<file path="src/rtl/rstc_pkg.sv">
package rstc_pkg;

    localparam int unsigned TIMER_CYCLES = 1024;
    localparam int unsigned PIN_SAMPLES  = 4;

    typedef enum logic [2:0] {
        S_RUN  = 3'd0,
        S_HOLD = 3'd1,
        S_PWRT = 3'd2,
        S_OST  = 3'd3,
        S_WOST = 3'd4
    } seq_state_e;

    typedef enum logic [2:0] {
        C_POWER_ON  = 3'd0,
        C_PIN_RUN   = 3'd1,
        C_PIN_SLEEP = 3'd2,
        C_WDT_RUN   = 3'd3,
        C_WDT_WAKE  = 3'd4,
        C_BROWNOUT  = 3'd5
    } rst_cause_e;

    typedef struct packed {
        logic to;
        logic pd;
        logic por_n;
        logic bor_n;
    } rst_flags_t;

    function automatic seq_state_e next_phase(input logic need_pwrt,
                                              input logic need_ost,
                                              input logic xtal);
        if (need_pwrt)           return S_PWRT;
        else if (need_ost && xtal) return S_OST;
        else                     return S_RUN;
    endfunction

endpackage

</file>
<file path="src/rtl/rstc_pin_filter.sv">
module rstc_pin_filter #(
    parameter int unsigned SAMPLES = 4
) (
    input  logic clk,
    input  logic rst,
    input  logic pin_n_i,
    output logic low_o
);
    localparam int unsigned CW = $clog2(SAMPLES + 1);
    localparam logic [CW-1:0] LAST = CW'(SAMPLES - 1);

    logic [1:0]    sync_q;
    logic [CW-1:0] run_q;
    logic          low_q;

    always_ff @(posedge clk) begin
        if (rst) begin
            sync_q <= 2'b11;
        end else begin
            sync_q <= {sync_q[0], pin_n_i};
        end
    end

    always_ff @(posedge clk) begin
        if (rst) begin
            run_q <= '0;
            low_q <= 1'b0;
        end else if (sync_q[1]) begin
            run_q <= '0;
            low_q <= 1'b0;
        end else if (run_q == LAST) begin
            low_q <= 1'b1;
        end else begin
            run_q <= run_q + 1'b1;
        end
    end

    assign low_o = low_q;
endmodule

</file>
<file path="src/rtl/rstc_timer.sv">
module rstc_timer #(
    parameter int unsigned CYCLES = 1024
) (
    input  logic clk,
    input  logic rst,
    input  logic run_i,
    output logic done_o
);
    localparam int unsigned W = (CYCLES > 1) ? $clog2(CYCLES) : 1;
    localparam logic [W-1:0] LAST = W'(CYCLES - 1);

    logic [W-1:0] cnt_q;

    always_ff @(posedge clk) begin
        if (rst || !run_i) begin
            cnt_q <= '0;
        end else if (cnt_q != LAST) begin
            cnt_q <= cnt_q + 1'b1;
        end
    end

    assign done_o = run_i && (cnt_q == LAST);
endmodule

</file>
<file path="src/rtl/rstc_seq.sv">
module rstc_seq
    import rstc_pkg::*;
(
    input  logic       clk,
    input  logic       por_i,
    input  logic       bor_lvl_i,
    input  logic       pin_lvl_i,
    input  logic       wdt_tmo_i,
    input  logic       sleep_i,
    input  logic       xtal_mode_i,
    input  logic       sw_set_por_i,
    input  logic       sw_set_bor_i,
    input  logic       pwrt_done_i,
    input  logic       ost_done_i,
    output logic       pwrt_run_o,
    output logic       ost_run_o,
    output logic       chip_rst_o,
    output logic       wake_o,
    output rst_flags_t flags_o,
    output rst_cause_e cause_o
);
    seq_state_e state_q;
    seq_state_e after_hold;
    seq_state_e after_pwrt;
    logic       bor_q, pin_q;
    logic       need_pwrt_q, need_ost_q;
    logic       latch_q, wake_q;
    rst_flags_t flg_q;
    rst_cause_e cause_q;

    logic bor_rise, pin_rise, wdt_live;

    assign bor_rise   = bor_lvl_i && !bor_q;
    assign pin_rise   = pin_lvl_i && !pin_q;
    assign wdt_live   = wdt_tmo_i && (state_q == S_RUN);
    assign after_hold = next_phase(need_pwrt_q, need_ost_q, xtal_mode_i);
    assign after_pwrt = next_phase(1'b0, need_ost_q, xtal_mode_i);

    always_ff @(posedge clk) begin
        if (por_i) begin
            state_q     <= S_PWRT;
            bor_q       <= 1'b0;
            pin_q       <= 1'b0;
            need_pwrt_q <= 1'b1;
            need_ost_q  <= 1'b1;
            latch_q     <= 1'b1;
            wake_q      <= 1'b0;
            flg_q       <= '{to: 1'b1, pd: 1'b1, por_n: 1'b0, bor_n: 1'b1};
            cause_q     <= C_POWER_ON;
        end else begin
            bor_q  <= bor_lvl_i;
            pin_q  <= pin_lvl_i;
            wake_q <= 1'b0;
            if (sw_set_por_i) flg_q.por_n <= 1'b1;
            if (sw_set_bor_i) flg_q.bor_n <= 1'b1;

            if (bor_rise) begin
                state_q     <= S_HOLD;
                latch_q     <= 1'b1;
                need_pwrt_q <= 1'b1;
                need_ost_q  <= 1'b0;
                flg_q.bor_n <= 1'b0;
                cause_q     <= C_BROWNOUT;
            end else if (pin_rise) begin
                state_q     <= S_HOLD;
                latch_q     <= 1'b1;
                need_pwrt_q <= 1'b0;
                need_ost_q  <= sleep_i;
                if (sleep_i) begin
                    flg_q.to <= 1'b1;
                    flg_q.pd <= 1'b0;
                    cause_q  <= C_PIN_SLEEP;
                end else begin
                    cause_q  <= C_PIN_RUN;
                end
            end else if (wdt_live && !sleep_i) begin
                state_q     <= S_HOLD;
                latch_q     <= 1'b1;
                need_pwrt_q <= 1'b0;
                need_ost_q  <= 1'b0;
                flg_q.to    <= 1'b0;
                flg_q.pd    <= 1'b1;
                cause_q     <= C_WDT_RUN;
            end else if (wdt_live && sleep_i) begin
                flg_q.to <= 1'b0;
                flg_q.pd <= 1'b0;
                cause_q  <= C_WDT_WAKE;
                if (xtal_mode_i) state_q <= S_WOST;
                else             wake_q  <= 1'b1;
            end else begin
                unique case (state_q)
                    S_HOLD: begin
                        if (!bor_lvl_i && !pin_lvl_i) begin
                            state_q <= after_hold;
                            latch_q <= (after_hold != S_RUN);
                        end
                    end
                    S_PWRT: begin
                        if (pwrt_done_i) begin
                            state_q <= after_pwrt;
                            latch_q <= (after_pwrt != S_RUN);
                        end
                    end
                    S_OST: begin
                        if (ost_done_i) begin
                            state_q <= S_RUN;
                            latch_q <= 1'b0;
                        end
                    end
                    S_WOST: begin
                        if (ost_done_i) begin
                            state_q <= S_RUN;
                            wake_q  <= 1'b1;
                        end
                    end
                    default: begin
                        state_q <= S_RUN;
                    end
                endcase
            end
        end
    end

    assign pwrt_run_o = (state_q == S_PWRT);
    assign ost_run_o  = (state_q == S_OST) || (state_q == S_WOST);
    assign chip_rst_o = latch_q;
    assign wake_o     = wake_q;
    assign flags_o    = flg_q;
    assign cause_o    = cause_q;
endmodule

</file>
<file path="src/rtl/rstc_top.sv">
module rstc_top
    import rstc_pkg::*;
#(
    parameter int unsigned PWRT_CYCLES = TIMER_CYCLES,
    parameter int unsigned OST_CYCLES  = TIMER_CYCLES,
    parameter int unsigned FILT_LEN    = PIN_SAMPLES
) (
    input  logic       clk,
    input  logic       por_i,
    input  logic       bor_det_i,
    input  logic       bor_en_i,
    input  logic       ext_rst_n_i,
    input  logic       wdt_tmo_i,
    input  logic       sleep_i,
    input  logic       xtal_mode_i,
    input  logic       sw_set_por_i,
    input  logic       sw_set_bor_i,
    output logic       chip_rst_o,
    output logic       wake_o,
    output logic       to_o,
    output logic       pd_o,
    output logic       por_n_o,
    output logic       bor_n_o,
    output logic [2:0] cause_o
);
    logic       pin_lvl;
    logic       bor_lvl;
    logic       pwrt_run, pwrt_done;
    logic       ost_run, ost_done;
    rst_flags_t flags;
    rst_cause_e cause;

    assign bor_lvl = bor_det_i && bor_en_i;

    rstc_pin_filter #(.SAMPLES(FILT_LEN)) u_filt (
        .clk     (clk),
        .rst     (por_i),
        .pin_n_i (ext_rst_n_i),
        .low_o   (pin_lvl)
    );

    rstc_timer #(.CYCLES(PWRT_CYCLES)) u_pwrt (
        .clk    (clk),
        .rst    (por_i),
        .run_i  (pwrt_run),
        .done_o (pwrt_done)
    );

    rstc_timer #(.CYCLES(OST_CYCLES)) u_ost (
        .clk    (clk),
        .rst    (por_i),
        .run_i  (ost_run),
        .done_o (ost_done)
    );

    rstc_seq u_seq (
        .clk          (clk),
        .por_i        (por_i),
        .bor_lvl_i    (bor_lvl),
        .pin_lvl_i    (pin_lvl),
        .wdt_tmo_i    (wdt_tmo_i),
        .sleep_i      (sleep_i),
        .xtal_mode_i  (xtal_mode_i),
        .sw_set_por_i (sw_set_por_i),
        .sw_set_bor_i (sw_set_bor_i),
        .pwrt_done_i  (pwrt_done),
        .ost_done_i   (ost_done),
        .pwrt_run_o   (pwrt_run),
        .ost_run_o    (ost_run),
        .chip_rst_o   (chip_rst_o),
        .wake_o       (wake_o),
        .flags_o      (flags),
        .cause_o      (cause)
    );

    assign to_o    = flags.to;
    assign pd_o    = flags.pd;
    assign por_n_o = flags.por_n;
    assign bor_n_o = flags.bor_n;
    assign cause_o = cause;
endmodule

</file>
<file path="config.mk">
export PLATFORM = sky130hd
export DESIGN_NAME = rstc_top
export DESIGN_NICKNAME = d
export VERILOG_FILES = /design/src/rtl/rstc_pkg.sv /design/src/rtl/rstc_pin_filter.sv /design/src/rtl/rstc_timer.sv /design/src/rtl/rstc_seq.sv /design/src/rtl/rstc_top.sv
export SDC_FILE = /design/constraint.sdc
export NUM_CORES = 1
export LEC_CHECK = 0
export ABC_AREA = 1
export BUFFER_PORTS_ARGS = -buffer_cell sky130_fd_sc_hd__buf_2
export CAP_MARGIN = 20
export CORE_ASPECT_RATIO = 1.5
export CORE_MARGIN = 5
export CORE_UTILIZATION = 45
export CTS_CLUSTER_DIAMETER = 50
export DETAILED_ROUTE_END_ITERATION = 16
export HOLD_SLACK_MARGIN = 0.02
export SLEW_MARGIN = 40
export SYNTH_ARGS = -nofsm -noshare
export SYNTH_HDL_FRONTEND = slang
export SYNTH_HIERARCHICAL = 1
export SYNTH_SLANG_ARGS = --single-unit
</file>
<file path="constraint.sdc">
create_clock -name clk -period 2.11 [get_ports clk]
set_input_delay 0.422 -clock clk [delete_from_list [all_inputs] [get_ports clk]]
set_output_delay 0.422 -clock clk [all_outputs]
set_load 0.02 [all_outputs]
</file>
## Word-level counts from Yosys, hierarchy flattened

Index checks and enable logic that the tools add are counted.

| operators by class | value |
|---|---|
| equal/unequal tests | 21 |
| add/subtract/negate cells | 3 |
| muxes and demuxes | 34 |
| reductions and logical operators | 37 |
| bitwise gates (word level) | 2 |

Operator list:

| cell | count |
|---|---|
| $mux 3 | 10 |
| $add 10x1->10 const B | 2 |
| $eq 10x10->1 const B | 2 |
| $ne 10x10->1 const B | 2 |
| $mux 2 | 9 |
| $reduce_bool 3->1 | 5 |
| $mux 1 | 13 |
| $ne 6x1->1 const B | 2 |
| $logic_and 1x1->1 | 10 |
| $eq 3x2->1 const B | 3 |
| $pmux 3 s3 | 1 |
| $ne 2x2->1 const B | 4 |
| $reduce_and 4->1 | 2 |
| $logic_not 1->1 | 7 |
| $ne 3x1->1 const B | 2 |
| $ne 6x2->1 const B | 1 |
| $reduce_or 2->1 | 3 |
| $ne 5x2->1 const B | 1 |
| $reduce_and 5->1 | 1 |
| $reduce_bool 2->1 | 2 |
| $reduce_bool 4->1 | 1 |
| $reduce_or 4->1 | 1 |
| $add 3x1->3 const B | 1 |
| $eq 3x1->1 const B | 1 |
| other kinds (8) | 11 |

| storage, ports and cells | value |
|---|---|
| output and inout bits | 9 |
| word-level logic and storage cells | 116 |
| bits in registers | 42 |

## Longest topological paths before layout

| depth | value |
|---|---|
| depth in word-level cells | 9 |
| mapped depth | 13 |

## By module

The synthesis kept the hierarchy.

Modules (own cells, without submodules):

| module | cells an instance | times used | area an instance (um^2) |
|---|---|---|---|
| rstc_timer | 71 | 2 | 516.7 |
| rstc_seq | 129 | 1 | 864.6 |
| rstc_pin_filter | 28 | 1 | 236.5 |
| rstc_top | 2 | 1 | 7.5 |

## Worst setup path before layout

No wires, ideal clock.

| timing | value |
|---|---|
| path type | register to register |
| start point | register u_ost.cnt_q[0] |
| end point | register u_seq.state_q[2] |
| cell stages (with the launch flop) | 12 |
| slack | 0.424 ns |
| arrival time | 1.564 ns |
| period minus slack after synthesis | 1.686 ns |
| buffers on the path | 1 |
| cells stage by stage | dfxtp_1 ha_1 nand3_2 nor2_4 nand3_2 buf_6 nor2_1 inv_1 nand3_1 nand3_1 o21ai_0 a21oi_1 |

| on the way | value |
|---|---|
| cells in the longest elaborated chain, start to end | 4 |

RTL lines:

| item | RTL line | RTL |
|---|---|---|
| start, declared | rstc_timer.sv:12 | `logic [W-1:0] cnt_q;` |
| start signal, assigned | rstc_timer.sv:18 | `cnt_q <= cnt_q + 1'b1;` |
| $eq 10x10->1 | rstc_timer.sv:22 | `assign done_o = run_i && (cnt_q == LAST);` |
| $logic_and 1x1->1 | rstc_timer.sv:22 |  |
| net ost_done | rstc_top.sv:29 | `logic ost_run, ost_done;` |
| $ne 3x1->1 (no source line) | -- |  |
| $reduce_and 4->1 (no source line) | -- |  |
| end signal, assigned | rstc_seq.sv:94 | `state_q <= after_hold;` |
| end signal, assigned | rstc_seq.sv:100 | `state_q <= after_pwrt;` |
| end, declared | rstc_seq.sv:22 | `seq_state_e state_q;` |

The timed path passes the listed nets, and every way through them passes these cells.
A chain may end at the register's enable or synchronous reset.

## Worst setup path in the final report

Same ends and word-level chain as after synthesis.

==> flow_metrics.tcl <==
set metrics [dict create \
    drive_gt1_frac 0.190 \
    io_pins 19 \
    ctsHtreeMaxLevel 2 \
    crit_fanout 5 \
    critPathRequiredTime_ns 2.29 \
    cts_resized 0 \
    synth_area_mm2 0.00214 \
    num_rows 30 \
    grt_pass1_vias 1784 \
    grt-ovfl-total 0 \
    synth_area_per_cell_um2 7.12 \
    numCtsBuffers 5 \
    cts_setup_buffers 0 \
    hold_violations 0 \
    syn_inst 301 \
    setup_viol 0 \
    p_total_w 0.00203 \
    routed_wl_mm 4.34 \
    async_flop_share 0 \
    gp_congestion 0.930 \
    ant_nets 0 \
    ys_ff_latch 42 \
    power_density_mw_per_mm2 845 \
    relSlewSlack 0.773 \
    clk_path_buf_depth 2 \
    ir_drop_v 0.000579 \
    rsz0062_at_grt "false" \
    drt-pass1-iter-count 4 \
    drt_iter0_drc 50 \
    hpwl_mm 3.35 \
    grt_use_total 0.155 \
    fin_crit_ns 1.72 \
    start_util 0.468 \
    die_x_um 66.3 \
    start_kind "flop" \
    reg2reg_slack_ns 0.39 \
    synth_seq_area_share 0.393 \
    core_area_mm2 0.00458 \
    max_clock_freq_mhz 582 \
    clk_pin_slew_ns 0.08 \
    die_y_um 94.5 \
    final_cells 391 \
    grt_pass1_wl_mm 7.69 \
    cts.sinks 42 \
    cts_root_buffer "clkbuf_8" \
    finalHoldWorstSlack_ns 0.308 \
    synth_flop_cell "dfxtp_1" \
    vias 1850 \
    drv_slew 0 \
    grt_max_degree 14 \
    worstMarginPinSlew_ns 0.339 \
    outcome "finished, final reports clean" \
    leakage_nw 1.09 \
    fin_util 0.523 \
    die_area_mm2 0.00627 \
    endpoint_kind "flop" \
    fin_nets 340 \
    worstPathArrival_ns 1.90 \
    antenna_found_initial 0 \
    drc_errors 0 \
    finalCritPeriodShare 0.814 \
    wl_per_cell_um 11.1 \
    viasPerCell 4.73 \
    hold_path_class "in2reg" \
    setup_tns_ns 0 \
    yosys_warnings 6 \
    finClkSkew_ns 0.00775 \
    drv_cap 0 \
    clk_latency_ns 0.29 \
    dpl.cell_count 383 \
    cts-hold-fix-buffers 0 \
    io_buffers 18 \
    syn_to_final_growth_pct 11.9 \
    synth_enable_flop_cells 0 \
    n_antenna_cell 0 \
    path_class "reg2reg" \
    syn-num-nets 315 \
    ys_types 27 \
    cts_tree "built" \
]
-- per-layer routing --
layer / wire [µm] / global-route usage / part of all wire
met1: 1940 / 0.177 / 0.45
met2: 2170 / 0.267 / 0.50
met3: 142 / 0.0429 / 0.033
met4: 85 / 0.0661 / 0.020
met5: 0 / 0 / 0
-- final timing paths --
kind,from,end,depth (start not counted)
max,u_ost/cnt_q[0],u_seq/state_q[2],10
min,ext_rst_n_i,u_filt/sync_q[0],2
max reg2reg,u_ost/cnt_q[0],u_seq/state_q[2],10
min reg2reg,u_filt/sync_q[0],u_filt/sync_q[1],1
-- sequential cells by signal (all words and copies together) (netlist names) --
register and flops:
u_seq/wake_o 1, u_seq/pin_q 1, u_filt/low_o 1, u_seq/state_q 3
u_seq/chip_rst_o 1, u_seq/bor_q 1, u_filt/run_q 3, u_seq/flags_o 4
u_filt/sync_q 2, u_seq/need_pwrt_q 1, u_ost/cnt_q 10, u_seq/cause_o 3
u_pwrt/cnt_q 10, u_seq/need_ost_q 1
-- critical path, stage by stage (launching register included) --
cell	delay, ns
dfxtp_1	0.40
ha_1	0.22
nand3_2	0.12
nor2_4	0.16
nand3_2	0.09
nor2_1	0.12
inv_1	0.08
nand3_1	0.09
nand3_1	0.10
o21ai_0	0.16
a21oi_1	0.08
-- power by group --
group          leakage, nW  internal, W  switching [W]  total [W]
clock               0.0472     0.000263       0.000273   0.000535
sequential           0.342     0.000867      0.0000799   0.000947
combinational        0.704     0.000190       0.000352   0.000542
total                 1.09      0.00132       0.000705    0.00203
-- cell usage after synthesis, types with 5 or more instances --
cell,number,area (µm²)
nand2_2,5,31.3
o21ai_0,9,45.0
nand3_1,24,120
inv_1,37,139
a31oi_1,5,31.3
nand2_1,77,289
inv_2,5,18.8
nor2_2,5,31.3
a21oi_1,13,65.1
or2_2,6,37.5
nand4_1,6,37.5
dfxtp_1,42,841
nand3_2,5,50.1
nor2_1,30,113
-- stage by stage --
stage	setup WS, ns	instance area [µm²]
2_1_floorplan	0.424	2140
3_3_place_gp	0.412	2300
3_5_place_dp	0.401	2300
4_1_cts	0.382	2400
5_1_grt	0.143	2400
6_report	0.392	2400
-- layout make-up --
| class | instances | area (µm²) |
|---|---|---|
| inverter | 42 | 158 |
| multi-input combinational | 214 | 1110 |
| fill | 481 | 2180 |
| tap | 64 | 80.1 |
| timing repair buffer | 21 | 113 |
| clock buffer | 6 | 82.6 |
| clock inverter | 2 | 12.5 |
| sequential | 42 | 841 |
-- placed cells by master, fill, tap and decap left out, drive strengths merged --
cell and n:
a21oi 13, a31oi 5, buf 21, clkbuf 6, clkinv 1, clkinvlp 1
dfxtp 42, ha 4, inv 42, nand2 83, nand3 29, nand3b 5
nand4 6, nor2 39, nor3 2, nor3b 2, o211ai 4, o21a 1
o21ai 11, or2 6, xnor2 4
-- kinds of logic (layout without fill, tap and decap cells) --
family          after synthesis  after routing  synth area share
simple gates                172            172             0.388
buf+inv                      45             71            0.0894
flops                        42             42             0.393
compound gates               34             34            0.0900
fa+ha+maj                     4              4            0.0234
xor+xnor                      4              4            0.0164
No activity file was read; power rests on OpenSTA's default activity.
